==> config.mk <==
export PLATFORM = sky130hd
export DESIGN_NAME = pg_gate_monitor
export DESIGN_NICKNAME = d
export VERILOG_FILES = /design/src/rtl/pgm_pkg.sv /design/src/rtl/pgm_blank_timer.sv /design/src/rtl/pgm_w1c_bank.sv /design/src/rtl/pg_gate_monitor.sv
export SDC_FILE = /design/constraint.sdc
export NUM_CORES = 1
export LEC_CHECK = 0
export BUFFER_PORTS_ARGS = -buffer_cell sky130_fd_sc_hd__buf_2
export CELL_PAD_IN_SITES_DETAIL_PLACEMENT = 0
export CELL_PAD_IN_SITES_GLOBAL_PLACEMENT = 2
export CORE_ASPECT_RATIO = 0.8
export CORE_MARGIN = 2
export CORE_UTILIZATION = 30
export DETAILED_ROUTE_END_ITERATION = 12
export GPL_TIMING_DRIVEN = 0
export HOLD_SLACK_MARGIN = 0.08
export MAX_ROUTING_LAYER = met4
export PLACE_DENSITY = 0.71
export SKIP_LAST_GASP = 1
export SYNTH_ARGS = -nofsm -noshare
export SYNTH_HDL_FRONTEND = slang
export SYNTH_HIERARCHICAL = 1
export SYNTH_SLANG_ARGS = --single-unit
==> constraint.sdc <==
create_clock -name clk -period 1.9 [get_ports clk]
set_input_delay 0.38 -clock clk [delete_from_list [all_inputs] [get_ports clk]]
set_output_delay 0.38 -clock clk [all_outputs]
set_load 0.02 [all_outputs]
==> src/rtl/pgm_pkg.sv <==
package pgm_pkg;
  localparam int N_SUP = 3;
  localparam int SUP_ANALOG = 0;
  localparam int SUP_MON1 = 1;
  localparam int SUP_MON2 = 2;
endpackage

==> src/rtl/pgm_blank_timer.sv <==
module pgm_blank_timer #(
  parameter int BLANK_TICKS = 800
) (
  input  logic clk,
  input  logic rst,
  input  logic en,
  input  logic tick,
  output logic expired
);
  localparam int CW = $clog2(BLANK_TICKS + 1);
  localparam logic [CW-1:0] LIMIT = CW'(BLANK_TICKS);

  logic [CW-1:0] cnt;

  always_ff @(posedge clk) begin
    if (rst || !en) cnt <= '0;
    else if (tick && cnt != LIMIT) cnt <= cnt + 1'b1;
  end

  assign expired = en && (cnt == LIMIT);

  p_cnt_bound_r3: assert property (@(posedge clk) disable iff (rst)
    cnt <= LIMIT);
  p_tick_gates_r3: assert property (@(posedge clk) disable iff (rst)
    (en && !tick) |=> (cnt == $past(cnt)) || !en);
  p_fresh_window_r5: assert property (@(posedge clk) disable iff (rst)
    (en && !$past(en)) |-> !expired);
endmodule

==> src/rtl/pgm_w1c_bank.sv <==
module pgm_w1c_bank #(
  parameter int W = 4
) (
  input  logic         clk,
  input  logic         rst,
  input  logic [W-1:0] set,
  input  logic [W-1:0] clr,
  output logic [W-1:0] q
);
  always_ff @(posedge clk) begin
    if (rst) q <= '0;
    else q <= (q & ~clr) | set;
  end

  p_set_wins_r9: assert property (@(posedge clk) disable iff (rst)
    (set != '0) |=> ((q & $past(set)) == $past(set)));
  p_sticky_r8: assert property (@(posedge clk) disable iff (rst)
    1'b1 |=> ((($past(q) & ~$past(clr)) & ~q) == '0));
endmodule

==> src/rtl/pg_gate_monitor.sv <==
module pg_gate_monitor #(
  parameter int N_RAIL = 4,
  parameter int BLANK_TICKS = 800
) (
  input  logic                     clk,
  input  logic                     rst,
  input  logic                     tick_us,
  input  logic                     mode_sel,
  input  logic [N_RAIL-1:0]        rail_en,
  input  logic [N_RAIL-1:0]        rail_ok,
  input  logic [N_RAIL-1:0]        rail_ov,
  input  logic                     therm_hot,
  input  logic [pgm_pkg::N_SUP-1:0] sup_ok,
  input  logic [N_RAIL:0]          clr_top,
  input  logic [N_RAIL-1:0]        clr_conv,
  input  logic [pgm_pkg::N_SUP-1:0] clr_diag,
  output logic                     pg_good,
  output logic [N_RAIL:0]          ovt_flt,
  output logic [N_RAIL-1:0]        conv_flt,
  output logic [pgm_pkg::N_SUP-1:0] diag_flt
);
  import pgm_pkg::*;

  logic              gated;
  logic [N_RAIL-1:0] expired;
  logic [N_RAIL-1:0] conv_set;
  logic [N_RAIL:0]   ovt_set;
  logic [N_SUP-1:0]  diag_set;
  logic              any_flt;

  assign gated = !mode_sel;

  for (genvar i = 0; i < N_RAIL; i++) begin : g_rail
    pgm_blank_timer #(.BLANK_TICKS(BLANK_TICKS)) u_tmr (
      .clk(clk), .rst(rst), .en(rail_en[i]), .tick(tick_us), .expired(expired[i])
    );
  end

  assign conv_set = {N_RAIL{gated}} & expired & ~rail_ok;
  assign ovt_set  = {gated & therm_hot, {N_RAIL{gated}} & rail_en & rail_ov};
  assign diag_set = {N_SUP{gated}} & ~sup_ok;

  pgm_w1c_bank #(.W(N_RAIL + 1)) u_ovt (
    .clk(clk), .rst(rst), .set(ovt_set), .clr(clr_top), .q(ovt_flt)
  );
  pgm_w1c_bank #(.W(N_RAIL)) u_conv (
    .clk(clk), .rst(rst), .set(conv_set), .clr(clr_conv), .q(conv_flt)
  );
  pgm_w1c_bank #(.W(N_SUP)) u_diag (
    .clk(clk), .rst(rst), .set(diag_set), .clr(clr_diag), .q(diag_flt)
  );

  assign any_flt = (|ovt_flt) | (|conv_flt) | (|diag_flt);

  always_ff @(posedge clk) begin
    if (rst) pg_good <= 1'b1;
    else pg_good <= !(any_flt || !(&sup_ok));
  end

  p_supply_drop_r6: assert property (@(posedge clk) disable iff (rst)
    !(&sup_ok) |=> !pg_good);
  p_fault_holds_low_r4: assert property (@(posedge clk) disable iff (rst)
    any_flt |=> !pg_good);
  p_mode_blocks_r2: assert property (@(posedge clk) disable iff (rst)
    mode_sel |=> ((conv_flt & ~$past(conv_flt)) == '0) &&
                 ((diag_flt & ~$past(diag_flt)) == '0) &&
                 ((ovt_flt & ~$past(ovt_flt)) == '0));
  p_blank_quiet_r3: assert property (@(posedge clk) disable iff (rst)
    ((conv_flt & ~$past(conv_flt)) & ~$past(expired)) == '0);
endmodule

==> flow_summary.json <==
{
  "io_pins": 45,
  "drtIter0Drc": 66,
  "min_period_over_period_pct": 83.5,
  "rsz0062_at_grt": "no",
  "endpoint_kind": "flop",
  "clk_pin_slew_worst_paths_ps": 70,
  "clk_latency_ps": 290,
  "cts-root-buf": "clkbuf_16",
  "post_cts_resized": 0,
  "syn_to_final_growth_pct": 18.1,
  "cts.sinks": 53,
  "power_density_nw_per_um2": 676,
  "post_cts_buffers": 0,
  "grt_pass1_vias": 2212,
  "period_minus_slack_ps": 1590,
  "hold_buffers": 0,
  "drc": 0,
  "drive_above_1_share_pct": 15.2,
  "seqCellArea_um2": 1060,
  "routedWlPerCell_um": 13.1,
  "synthesis.nets": 375,
  "status": "finished, final reports clean",
  "cts_tree": "yes",
  "syn_avg_cell_area_um2": 8.28,
  "initial_utilization_pct": 30.7,
  "nets": 426,
  "fp.dieH_um": 90.0,
  "crit_path_start_kind": "flop",
  "ant_nets": 0,
  "core_um2": 9040,
  "antenna_cells": 0,
  "wirelength_um": 6580,
  "grt_max_degree": 29,
  "grt.total_usage_pct": 14.1,
  "critPathKind": "reg -> reg",
  "h-tree-depth": 2,
  "hpwl_um": 4880,
  "ir_worst_vdd_uv": 318,
  "dieArea_um2": 10000,
  "synth_edf_count": 0,
  "vias": 2395,
  "io_buffers": 44,
  "synth-seq-area-share_pct": 38.2,
  "synth_area_leaders": "dfxtp_1, mux2i_1, nand2b_1, nand2_1, a21oi_1",
  "async_flop_share_pct": 0,
  "grt_overflow_total": 0,
  "whs_ps": 333,
  "hold_viol": 0,
  "synth_seq_cells": 53,
  "routabilityCongestion": 0.771,
  "ys_types": 28,
  "synthesis.instances": 335,
  "antenna_found_initial": 0,
  "synth_top_area_share_pct": 38.2,
  "first_pass_iters": 4,
  "cp.arrival_ps": 1810,
  "synth_most_common_cell": "dfxtp_1",
  "fin_skew_ps": 3.35,
  "grt_pass1_wl_um": 11200,
  "maxCapViolCount": 0,
  "vias_per_cell": 4.77,
  "multi_input_area_um2": 1540,
  "clock.fmax_mhz": 630,
  "finalMaxSlewViolations": 0,
  "fp-row-count": 31,
  "synth_top_area_cell": "dfxtp_1",
  "synth_area_um2": 2780,
  "worst_ep_required_time_ps": 2120,
  "die_x_um": 112,
  "holdCritPathClass": "in -> reg",
  "tightest_slew_ps": 504,
  "cts_max_path_buffers": 2,
  "critPathMaxFanout": 9,
  "fillers": 966,
  "setup_viol": 0,
  "ys_top_cells_by_count": "dfxtp_1, nand2_1, inv_1, nand2b_1, a21oi_1",
  "fin_tns_setup_ps": 0,
  "cellLeakagePower_nw": 1.18,
  "max-slew-margin-rel_pct": 65.9,
  "cts_buffers": 5,
  "ys_warn_count": 6,
  "synth_ff_type": "dfxtp_1"
}
[path summary, 6_finish.rpt]
| kind | startpoint | end | slack [ps] | cells past startpoint |
|---|---|---|---|---|
| min | rail_ok[1] | u_conv/q[1] | 330 | 4 |
| max | g_rail[3].u_tmr/cnt[2] | u_conv/q[3] | 310 | 6 |
| min reg2reg | g_rail[3].u_tmr/cnt[9] | g_rail[3].u_tmr/cnt[9] | 470 | 2 |
| max reg2reg | g_rail[3].u_tmr/cnt[2] | u_conv/q[3] | 310 | 6 |
[cells in the final DEF, fill, tap and decap left out, types with 12 or more instances in the layout]
cell      instances
nand3_1          16
dfxtp_1          53
nand4_1          12
inv_1            28
nand2b_1         28
a21oi_1          24
mux2i_1          20
nor2_1           15
nand2_1          44
buf_2            45
[power breakdown]
group | internal [mW] | switching [mW]
logic | 0.0709 | 0.102
clock network | 0.486 | 0.414
registers | 1.13 | 0.0182
[critical path, cell delays in order, from the launching register on]
cell	delay (ps)
dfxtp_1	310
buf_6	130
nor4b_1	480
and4_1	270
nor3b_1	170
inv_1	50
a21oi_1	110
[cell type report]
type / instances / share of cell area [%]
buffer: 9 / 1.98
clock buffer: 6 / 3.93
clock inverter: 2 / 0.305
inverter: 28 / 3.21
multi-input combinational: 245 / 47.1
sequential: 53 / 32.4
tap: 115 / 4.39
timing repair buffer: 44 / 6.72
[logic make-up after synthesis]
| family | after synthesis | synth area share [%] |
|---|---|---|
| fa+ha+maj | 8 | 3.61 |
| flops | 53 | 38.2 |
| mux | 20 | 7.21 |
| xor+xnor | 8 | 2.52 |
| compound gates | 45 | 9.02 |
| simple gates | 164 | 33.3 |
| buf+inv | 37 | 6.13 |
[stage by stage]
step                      area (µm²)  setup slack, ps  utilization [%]  std cells  power, mW
after floorplan                 2780              507                -        335       1.26
after global placement          3140              238             34.7        494       1.34
after detailed placement        3140              256             34.7        494       1.35
after CTS                       3280              291             36.3        502       2.25
after global routing            3280              146             36.3        502       2.32
final                           3280              313             36.3        502       2.22
[metal layers]
metal	track usage (%)	routed length [µm]
met5	-	0
met4	2.78	49
met3	3.30	292
met2	19.3	2670
met1	21.0	3570
[sequential cells by signal (all words and copies together), names as in the netlist]
| signal | count |
|---|---|
| pg_good | 1 |
| u_conv/q | 4 |
| u_diag/q | 3 |
| u_ovt/q | 5 |
| g_rail.u_tmr/cnt | 40 |
(Power assumes the default switching activity.)
